## src/rtl/flash_cmd_pkg.sv

```systemverilog
package flash_cmd_pkg;

  typedef enum logic [2:0] {
    S_IDLE, S_UNL1, S_CMD, S_PGM, S_EU0, S_EU1, S_ECF
  } seq_e;

  typedef enum logic [1:0] {
    M_ARRAY = 2'd0,
    M_SIG   = 2'd1,
    M_STAT  = 2'd2
  } rmode_e;

  localparam logic [7:0] C_CHIP  = 8'h10;
  localparam logic [7:0] C_BLK   = 8'h30;
  localparam logic [7:0] C_SETUP = 8'h80;
  localparam logic [7:0] C_SIG   = 8'h90;
  localparam logic [7:0] C_PGM   = 8'hA0;
  localparam logic [7:0] C_SUSP  = 8'hB0;
  localparam logic [7:0] C_UNL_A = 8'hAA;
  localparam logic [7:0] C_UNL_B = 8'h55;

  localparam logic [14:0] A_UNL_A = 15'h5555;
  localparam logic [14:0] A_UNL_B = 15'h2AAA;

endpackage

```

## src/rtl/fcd_unlock_chk.sv

```systemverilog
module fcd_unlock_chk
  import flash_cmd_pkg::*;
#(
  parameter int CMP_W = 15
) (
  input  logic [CMP_W-1:0] addr_i,
  input  logic [7:0]       data_i,
  output logic [1:0]       hit_o
);
  localparam logic [CMP_W-1:0] KEY_A [2] = '{CMP_W'(A_UNL_A), CMP_W'(A_UNL_B)};
  localparam logic [7:0]       KEY_D [2] = '{C_UNL_A, C_UNL_B};

  for (genvar g = 0; g < 2; g++) begin : g_step
    assign hit_o[g] = (addr_i == KEY_A[g]) && (data_i == KEY_D[g]);
  end
endmodule

```

## src/rtl/fcd_seq_fsm.sv

```systemverilog
module fcd_seq_fsm
  import flash_cmd_pkg::*;
#(
  parameter int ADDR_W = 19,
  parameter int BLK_W  = 3
) (
  input  logic              clk_i,
  input  logic              rst_ni,
  input  logic              wr_i,
  input  logic [ADDR_W-1:0] addr_i,
  input  logic [7:0]        data_i,
  input  logic [1:0]        hit_i,
  output logic              idle_o,
  output logic              ev_start_o,
  output logic              ev_erase_o,
  output logic              ev_sig_o,
  output logic              ev_abort_o,
  output logic              pgm_o,
  output logic              blk_o,
  output logic              chip_o,
  output logic              sig_o,
  output logic [ADDR_W-1:0] tgt_addr_o,
  output logic [7:0]        tgt_data_o,
  output logic [BLK_W-1:0]  blk_sel_o
);
  seq_e st_q, st_d;
  logic pgm_d, blk_d, chip_d, sig_d, abort_d;

  always_comb begin
    st_d    = st_q;
    pgm_d   = 1'b0;
    blk_d   = 1'b0;
    chip_d  = 1'b0;
    sig_d   = 1'b0;
    abort_d = 1'b0;
    if (wr_i) begin
      st_d = S_IDLE;
      unique case (st_q)
        S_IDLE: if (hit_i[0]) st_d = S_UNL1; else abort_d = 1'b1;
        S_UNL1: if (hit_i[1]) st_d = S_CMD;  else abort_d = 1'b1;
        S_CMD: begin
          if (data_i == C_PGM)        st_d  = S_PGM;
          else if (data_i == C_SETUP) st_d  = S_EU0;
          else if (data_i == C_SIG)   sig_d = 1'b1;
          else                        abort_d = 1'b1;
        end
        S_PGM:  pgm_d = 1'b1;  // any byte is program data
        S_EU0:  if (hit_i[0]) st_d = S_EU1; else abort_d = 1'b1;
        S_EU1:  if (hit_i[1]) st_d = S_ECF; else abort_d = 1'b1;
        S_ECF: begin
          if (data_i == C_CHIP)     chip_d  = 1'b1;
          else if (data_i == C_BLK) blk_d   = 1'b1;
          else                      abort_d = 1'b1;
        end
        default: abort_d = 1'b1;
      endcase
    end
  end

  always_ff @(posedge clk_i or negedge rst_ni) begin
    if (!rst_ni) begin
      st_q   <= S_IDLE;
      pgm_o  <= 1'b0;
      blk_o  <= 1'b0;
      chip_o <= 1'b0;
      sig_o  <= 1'b0;
    end else begin
      st_q   <= st_d;
      pgm_o  <= pgm_d;
      blk_o  <= blk_d;
      chip_o <= chip_d;
      sig_o  <= sig_d;
    end
  end

  always_ff @(posedge clk_i or negedge rst_ni) begin
    if (!rst_ni) begin
      tgt_addr_o <= '0;
      tgt_data_o <= '0;
      blk_sel_o  <= '0;
    end else begin
      if (pgm_d) begin
        tgt_addr_o <= addr_i;
        tgt_data_o <= data_i;
      end
      if (blk_d) blk_sel_o <= addr_i[ADDR_W-1 -: BLK_W];
    end
  end

  assign idle_o     = (st_q == S_IDLE);
  assign ev_start_o = pgm_d | blk_d | chip_d;
  assign ev_erase_o = blk_d | chip_d;
  assign ev_sig_o   = sig_d;
  assign ev_abort_o = abort_d;

  a_r13_one_pulse: assert property (@(posedge clk_i) disable iff (!rst_ni)
    $onehot0({pgm_o, blk_o, chip_o, sig_o}));
  a_r3_pgm_from_data_step: assert property (@(posedge clk_i) disable iff (!rst_ni)
    pgm_d |=> pgm_o && st_q == S_IDLE);
  a_r7_abort_to_idle: assert property (@(posedge clk_i) disable iff (!rst_ni)
    abort_d |=> st_q == S_IDLE && !(pgm_o || blk_o || chip_o || sig_o));
endmodule

```

## src/rtl/fcd_mode_trk.sv

```systemverilog
module fcd_mode_trk
  import flash_cmd_pkg::*;
(
  input  logic       clk_i,
  input  logic       rst_ni,
  input  logic       wr_i,
  input  logic [7:0] data_i,
  input  logic       busy_i,
  input  logic       done_i,
  input  logic       idle_i,
  input  logic       ev_start_i,
  input  logic       ev_erase_i,
  input  logic       ev_sig_i,
  input  logic       ev_abort_i,
  output logic       susp_o,
  output logic       res_o,
  output rmode_e     mode_o
);
  logic   ers_q, held_q;
  logic   sus_d, res_d;
  rmode_e mode_d;

  assign sus_d = wr_i & busy_i & (data_i == C_SUSP) & ers_q & ~held_q;
  assign res_d = wr_i & ~busy_i & idle_i & (data_i == C_BLK) & held_q;

  always_comb begin
    mode_d = mode_o;
    if (ev_abort_i) mode_d = M_ARRAY;
    if (ev_sig_i)   mode_d = M_SIG;
    if (ev_start_i) mode_d = M_STAT;
    if (sus_d)      mode_d = M_ARRAY;
    if (res_d)      mode_d = M_STAT;   // beats the abort of an unexpected 30h
    if (done_i)     mode_d = M_ARRAY;
  end

  always_ff @(posedge clk_i or negedge rst_ni) begin
    if (!rst_ni) begin
      mode_o <= M_ARRAY;
      ers_q  <= 1'b0;
      held_q <= 1'b0;
      susp_o <= 1'b0;
      res_o  <= 1'b0;
    end else begin
      mode_o <= mode_d;
      susp_o <= sus_d;
      res_o  <= res_d;
      if (done_i)          ers_q <= 1'b0;
      else if (ev_erase_i) ers_q <= 1'b1;
      if (sus_d)      held_q <= 1'b1;
      else if (res_d) held_q <= 1'b0;
    end
  end

  a_r10_suspend_while_busy: assert property (@(posedge clk_i) disable iff (!rst_ni)
    susp_o |-> $past(busy_i) && mode_o == M_ARRAY);
  a_r11_resume_while_free: assert property (@(posedge clk_i) disable iff (!rst_ni)
    res_o |-> !$past(busy_i) && mode_o == M_STAT);
  a_r12_done_to_array: assert property (@(posedge clk_i) disable iff (!rst_ni)
    done_i |=> mode_o == M_ARRAY);
  a_r13_suspend_single: assert property (@(posedge clk_i) disable iff (!rst_ni)
    susp_o |=> !susp_o);
endmodule

```

## src/rtl/flash_cmd_decoder.sv

```systemverilog
module flash_cmd_decoder
  import flash_cmd_pkg::*;
#(
  parameter int ADDR_W = 19,
  parameter int BLK_W  = 3,
  parameter int CMP_W  = 15
) (
  input  logic              clk_i,
  input  logic              rst_ni,
  input  logic              wr_i,
  input  logic [ADDR_W-1:0] addr_i,
  input  logic [7:0]        data_i,
  input  logic              busy_i,
  input  logic              done_i,
  output logic              pgm_start_o,
  output logic [ADDR_W-1:0] pgm_addr_o,
  output logic [7:0]        pgm_data_o,
  output logic              blk_erase_o,
  output logic [BLK_W-1:0]  blk_sel_o,
  output logic              chip_erase_o,
  output logic              suspend_o,
  output logic              resume_o,
  output logic              sig_read_o,
  output logic [1:0]        read_mode_o
);
  logic [1:0] hit;
  logic       wr_ok, idle, ev_start, ev_erase, ev_sig, ev_abort;
  rmode_e     mode;

  assign wr_ok = wr_i & ~busy_i;

  fcd_unlock_chk #(.CMP_W(CMP_W)) u_unl (
    .addr_i (addr_i[CMP_W-1:0]),
    .data_i (data_i),
    .hit_o  (hit)
  );

  fcd_seq_fsm #(.ADDR_W(ADDR_W), .BLK_W(BLK_W)) u_seq (
    .clk_i      (clk_i),
    .rst_ni     (rst_ni),
    .wr_i       (wr_ok),
    .addr_i     (addr_i),
    .data_i     (data_i),
    .hit_i      (hit),
    .idle_o     (idle),
    .ev_start_o (ev_start),
    .ev_erase_o (ev_erase),
    .ev_sig_o   (ev_sig),
    .ev_abort_o (ev_abort),
    .pgm_o      (pgm_start_o),
    .blk_o      (blk_erase_o),
    .chip_o     (chip_erase_o),
    .sig_o      (sig_read_o),
    .tgt_addr_o (pgm_addr_o),
    .tgt_data_o (pgm_data_o),
    .blk_sel_o  (blk_sel_o)
  );

  fcd_mode_trk u_mode (
    .clk_i      (clk_i),
    .rst_ni     (rst_ni),
    .wr_i       (wr_i),
    .data_i     (data_i),
    .busy_i     (busy_i),
    .done_i     (done_i),
    .idle_i     (idle),
    .ev_start_i (ev_start),
    .ev_erase_i (ev_erase),
    .ev_sig_i   (ev_sig),
    .ev_abort_i (ev_abort),
    .susp_o     (suspend_o),
    .res_o      (resume_o),
    .mode_o     (mode)
  );

  assign read_mode_o = mode;

  a_r9_busy_no_start: assert property (@(posedge clk_i) disable iff (!rst_ni)
    busy_i |=> !(pgm_start_o || blk_erase_o || chip_erase_o || sig_read_o));
  a_r3_start_shows_status: assert property (@(posedge clk_i) disable iff (!rst_ni)
    (pgm_start_o || blk_erase_o || chip_erase_o) |-> read_mode_o == 2'd2);
  a_r6_sig_mode: assert property (@(posedge clk_i) disable iff (!rst_ni)
    sig_read_o |-> read_mode_o == 2'd1);
  a_r13_pgm_single: assert property (@(posedge clk_i) disable iff (!rst_ni)
    pgm_start_o |=> !pgm_start_o);
endmodule

```

## config.mk

```make
export PLATFORM = sky130hd
export DESIGN_NAME = flash_cmd_decoder
export DESIGN_NICKNAME = d
export VERILOG_FILES = /design/src/rtl/flash_cmd_pkg.sv /design/src/rtl/fcd_unlock_chk.sv /design/src/rtl/fcd_seq_fsm.sv /design/src/rtl/fcd_mode_trk.sv /design/src/rtl/flash_cmd_decoder.sv
export SDC_FILE = /design/constraint.sdc
export NUM_CORES = 1
export LEC_CHECK = 0
export BUFFER_PORTS_ARGS = -buffer_cell sky130_fd_sc_hd__buf_2
export CAP_MARGIN = 40
export CORE_MARGIN = 2
export CORE_UTILIZATION = 30
export CTS_CLUSTER_SIZE = 30
export DETAILED_ROUTE_END_ITERATION = 8
export PLACE_DENSITY = 0.64
export SLEW_MARGIN = 20
export SYNTH_ARGS = -nofsm -noshare
export SYNTH_HDL_FRONTEND = slang
export SYNTH_HIERARCHICAL = 1
export SYNTH_SLANG_ARGS = --single-unit
```

## constraint.sdc

```tcl
create_clock -name clk_i -period 1.6 [get_ports clk_i]
set_input_delay 0.32 -clock clk_i [delete_from_list [all_inputs] [get_ports clk_i]]
set_output_delay 0.32 -clock clk_i [all_outputs]
set_load 0.02 [all_outputs]
```

# ---- After elaboration in Yosys (flattened, before gate mapping)
# Cells that the tools add are included.
dict set report op_classes {
  reduce_logical 8
  n_eq_ne 16
  muxes 40
  bitwise_logic 13
}
# op n
set ops {}
lappend ops {{== test 8 bit, second input constant} 5}
lappend ops {{2-to-1 mux 1 bit} 27}
lappend ops {{== test 15 x 14 -> 1 bit, second input constant} 1}
lappend ops {{== test 15 bit, second input constant} 1}
lappend ops {{case mux 3 bit (5 select lines)} 1}
lappend ops {{2-to-1 mux 2 bit} 7}
lappend ops {{2-to-1 mux 3 bit} 4}
lappend ops {{== test 3 bit, second input constant} 3}
lappend ops {{bitwise AND 1 bit} 8}
lappend ops {{== test 8 x 5 -> 1 bit, second input constant} 1}
lappend ops {{== test 8 x 6 -> 1 bit, second input constant} 1}
lappend ops {{== test 8 x 7 -> 1 bit, second input constant} 1}
lappend ops {{== test 3 x 2 -> 1 bit, second input constant} 2}
lappend ops {{nonzero test 6 bit} 1}
lappend ops {{case mux 1 bit (5 select lines)} 1}
lappend ops {{nonzero test 2 bit} 2}
lappend ops {{OR reduction 2 bit} 2}
lappend ops {{== test 3 x 1 -> 1 bit, second input constant} 1}
lappend ops {{logical NOT 3 bit} 1}
lappend ops {{bitwise OR 1 bit} 3}
lappend ops {{logical AND 1 bit} 2}
lappend ops {{inverter 1 bit} 2}
dict set report totals {
  output_inout_bits 38
  register_bits 43
  in_bits 32
}

# ---- Logic depth before layout (Yosys ltp)
dict set report depth {
  ltp_word 12
  depth_mapped 9
  mapped_depth_nobuf 9
}

# ---- Cells and area by module
# Netlist, hierarchy kept.
# mod area_per_inst_um2 n_inst cells_each
set by_module_without_submodules {}
lappend by_module_without_submodules {fcd_seq_fsm 1571.5 1 114}
lappend by_module_without_submodules {fcd_mode_trk 274.0 1 23}
lappend by_module_without_submodules {fcd_unlock_chk 140.1 1 18}
lappend by_module_without_submodules {flash_cmd_decoder 13.8 1 1}

# ---- Worst setup path before layout
# No wires, ideal clock.
dict set report synth_path {
  path_kind {input to register}
  start {input port addr_i[7]}
  end {register u_mode.mode_o[1]}
  stages 8
  slack_ns -0.619
  setup_ns 0.077
  arrival_time_ns 2.142
  cell_sequence {or4bb_1 -> nor4_2 -> nor3_1 -> a31o_2 -> a2111o_1 -> nor3b_1 -> o32ai_1 -> a21oi_1}
}
dict set report synth_between {
  elab_chain_cells 6
  elab_cells_between_ends 9
  classes_between {eq/ne (2); mux (4); reduce/logical (3)}
}
# element line_no
set synth_rtl {}
lappend synth_rtl {{from (decl)} flash_cmd_decoder.sv:11} ;# input logic [ADDR_W-1:0] addr_i,
lappend synth_rtl {{== test 15 bit} fcd_unlock_chk.sv:14} ;# assign hit_o[g] = (addr_i == KEY_A[g]) && (data_i == KEY_D[g]);
lappend synth_rtl {{logical AND 1 bit} fcd_unlock_chk.sv:14}
lappend synth_rtl {{net hit[0]} flash_cmd_decoder.sv:26} ;# logic [1:0] hit;
lappend synth_rtl {{2-to-1 mux 1 bit} {fcd_seq_fsm.sv:39, fcd_seq_fsm.sv:48}}
lappend synth_rtl {{case mux 1 bit (5 select lines)} fcd_seq_fsm.sv:38} ;# unique case (st_q)
lappend synth_rtl {{2-to-1 mux 1 bit} fcd_seq_fsm.sv:36} ;# if (wr_i) begin
lappend synth_rtl {{net ev_abort} flash_cmd_decoder.sv:27} ;# logic wr_ok, idle, ev_start, ev_erase, ev_sig, ev_abort;
lappend synth_rtl {{nonzero test 6 bit (no source line)} --}
lappend synth_rtl {{to (signal assigned)} fcd_mode_trk.sv:44} ;# mode_o <= mode_d;
lappend synth_rtl {{to (decl)} fcd_mode_trk.sv:17} ;# output rmode_e mode_o
# The timed path passes the listed nets, and every way through them passes these cells.
# A chain may end at the register's enable or synchronous reset.

# ---- Final worst setup path
dict set report layout_path {
  start {input port addr_i[1]}
  end {register u_mode.mode_o[1]}
}
# The elaborated chain is that of the path after synthesis.

==> flow_summary.yaml <==
status:
  outcome: "finished with violations"
  violations: "negative setup slack"
floorplan:
  rows: 29
  core-area_mm2: 0.00639
  dieArea_mm2: 0.00733
  die_w_um: 85.6
  die_h_um: 85.6
  initial_utilization_pct: 31.3
  io_pins: 70
synthesis:
  synth_seq_cells: 43
  syn-cell-area_mm2: 0.00200
  synth_nets: 188
  synthCells: 156
  syn_area_per_cell_um2: 12.8
  ys_warn_count: 6
  ys_types: 41
  synth-edff-count: 0
  ys_seq_area_share_pct: 53.8
  async_flop_share_pct: 100
  synth-main-ff-cell: "dfrtp_1"
clock_network:
  cts_max_level: 2
  clockRootBuffer: "clkbuf_8"
  path_clk_slew_ns: 0.08
  clock_latency_ns: 0.29
  cts_tree: "built"
  clockBufferDepth: 2
  numClockSinks: 43
  cts_made_buffers: 5
  holdBufCountCts: 0
routing:
  drt_wl_total_um: 5680
  vias: 1753
  drtAntennaViolNets: 0
  viasPerCell: 4.98
  drc_errors: 0
  drtIter0Drc: 100
  firstDrtPassIters: 4
  wire_per_inst_um: 16.1
power:
  pwr-share-seq_pct: 51.7
  total_power_w: 0.00210
  cellLeakagePower_nw: 1.71
  power_density_mw_per_mm2: 680
  ir_worst_vdd_mv: 0.399
  switching_share_pct: 21.5
  combPwrFrac_pct: 9.6
  p_int_w: 0.00165
  switching_power_w: 0.000451
  clockPowerShare_pct: 38.6
global_route:
  first_global_vias: 1667
  grt_max_degree: 44
  grt_use_total_pct: 14.2
  grt-ovfl-total: 0
  grt_pass1_wl_um: 8180
  antenna_found_initial: 0
place:
  hpwl_um: 3840
  io_buffers: 69
  place_congestion: 0.847
  dpl_worst_slack_ns: -0.912
  placed_cell_area_mm2: 0.00272
critical_path:
  critPathCaptureType: "flip-flop"
  cp.required_ns: 1.82
  crit_path_max_incr_delay_ns: 0.42
  reg2reg_from: "u_seq/st_q[0]$_DFFE_PN0P_"
  r2r-end: "u_mode/mode_o[1]$_DFFE_PN0P_"
  critPathTopFamily: "simple AND/OR/NAND/NOR gates"
  crit_fanout: 2
  crit_end: "u_mode/mode_o[1]$_DFFE_PN0P_"
  crit_start: "addr_i[1]"
  cp_cell_sequence: "buf_8, nor4b_4, nand4_1, nor4_4, nor3_2, a31o_2, a2111o_1, nor3b_2, o32ai_1, a21oi_1"
  r2r_slack_ns: -0.17
  critical_path_buf_inv_count: 1
  critPathArrivalTime_ns: 2.37
  crit_type: "in2reg"
  path_depth: 10
  reg2regPathDepth: 6
  cp_slowest_cell: "a2111o_1"
  cp-start-kind: "input port"
final_layout:
  syn2layout_area_growth_pct: 54.3
  layout_commonest_cell: "buf_2"
  fin_area_mm2: 0.00308
  drive_above_1_share_pct: 64.4
  mostFrequentLayoutCells: "buf_2 (63), buf_4 (43), dfrtp_1 (41)"
  nets: 307
  diodes: 0
run:
  maxCapViolations: 0
sta:
  drv_slew: 0
  clock_skew_ns: 0.00454
  rsz0062_at_grt: "true"
  tightest_slew_ns: 0.545
  timing.fmax_ghz: 0.465
  hold_viol_final: 0
  timing.hold.ws_ns: 0.103
  slew_headroom_pct: 63.7
  fin_crit_ns: 2.15
  fin_crit_sh_pct: 134
  finalWorstSetupSlack_ns: -0.549
  finalSetupViolations: 2
min_path:
  hold_class: "in2async"
## worst reg2reg max path: stages, from the launching register on
cell and delay (ns):
dfrtp_2 0.47, or3b_2 0.47, nor3_2 0.15, and4_2 0.31, nor3b_2 0.06, o32ai_1 0.11
a21oi_1 0.10
## routing by layer
metal / track usage (%) / vias up / wire length (µm)
li1: - / 819 / -
met3: 3.37 / 8 / 300
met4: 5.05 / 0 / 85
met5: 0 / - / 0
met2: 22.4 / 58 / 2800
met1: 19.2 / 868 / 2500
## timing repair
action / in CTS / in global routing
setup buffers: 4 / 7
gates cloned: 0 / 2
gates resized for setup: 7 / 31
pin swaps: 7 / 10
setup endpoints to repair: 3 / 36
## power groups by stage
| stage | combinational, W | clock, W | sequential (W) |
|---|---|---|---|
| after global routing | 0.000221 | 0.000867 | 0.00109 |
| after detailed placement | 0.000172 | 0 | 0.00111 |
| after CTS | 0.000179 | 0.000838 | 0.00109 |
| final | 0.000202 | 0.000811 | 0.00109 |
| after floorplan | 0.0000327 | 0 | 0.00111 |
| after global placement | 0.000171 | 0 | 0.00111 |
## area by class of cell
class,count,area (µm²)
Sequential cell,43,1080
Multi-Input combinational cell,101,981
Tap cell,77,96.3
Inverter,6,22.5
Clock inverter,1,30.0
Fill cell,585,3300
Timing Repair Buffer,118,803
Clock buffer,6,72.6
## cells in the mapped netlist (2+ instances only)
master	instances	area, µm²
a211oi_1	2	15.0
nand4_1	4	25.0
nor2_1	7	26.3
o21ai_0	2	10.0
inv_1	6	22.5
a31oi_1	2	12.5
buf_2	6	30.0
nor4_1	2	12.5
nand2b_1	3	18.8
nor3_1	4	20.0
dfrtp_1	43	1080
mux2_2	29	327
nor2b_1	2	12.5
a21o_1	2	15.0
a21oi_1	2	10.0
nand4bb_1	3	33.8
nand2_1	6	22.5
nor4bb_1	2	20.0
nor3b_1	3	22.5
nand4b_1	5	43.8
## registers in the layout, summed over array words and instances (netlist names)
name,count
u_mode/ers_q,1
u_mode/held_q,1
u_mode/mode_o,2
u_mode/res_o,1
u_mode/susp_o,1
u_seq/blk_o,1
u_seq/blk_sel_o,3
u_seq/chip_o,1
u_seq/pgm_o,1
u_seq/sig_o,1
u_seq/st_q,3
u_seq/tgt_addr_o,19
u_seq/tgt_data_o,8
## worst min path at each step
stage	start	endpoint	slack (ns)	cells after the start
after global placement	rst_ni	u_seq/tgt_addr_o[11]$_DFFE_PN0P_	0.44	2
after detailed placement	rst_ni	u_seq/tgt_addr_o[6]$_DFFE_PN0P_	0.44	2
after floorplan	rst_ni	u_mode/ers_q$_DFFE_PN0P_	0.02	0
after CTS	rst_ni	u_seq/tgt_addr_o[2]$_DFFE_PN0P_	0.12	2
after global routing	rst_ni	u_seq/tgt_addr_o[2]$_DFFE_PN0P_	0.15	2
final	rst_ni	u_seq/tgt_data_o[6]$_DFFE_PN0P_	0.10	2
## metrics by stage
stage	cells	utilization (%)	setup TNS [ns]
2_1_floorplan	156	-	-1.16
3_3_place_gp	336	42.7	-3.41
3_5_place_dp	336	42.7	-3.56
4_1_cts	347	45.3	-1.20
5_1_grt	352	48.3	-1.88
6_report	352	48.3	-1.06
## cell families (layout without fill, tap and decap cells)
kind of cell,count (synthesis),count (layout),share of synthesized area [%]
and+or+nand+nor,55,55,20.9
DFF,43,43,53.8
muxes,30,30,16.8
AOI/OAI and AO/OA,16,16,5.82
buffers and inverters,12,131,2.63
No activity file was read; power rests on OpenSTA's default activity.
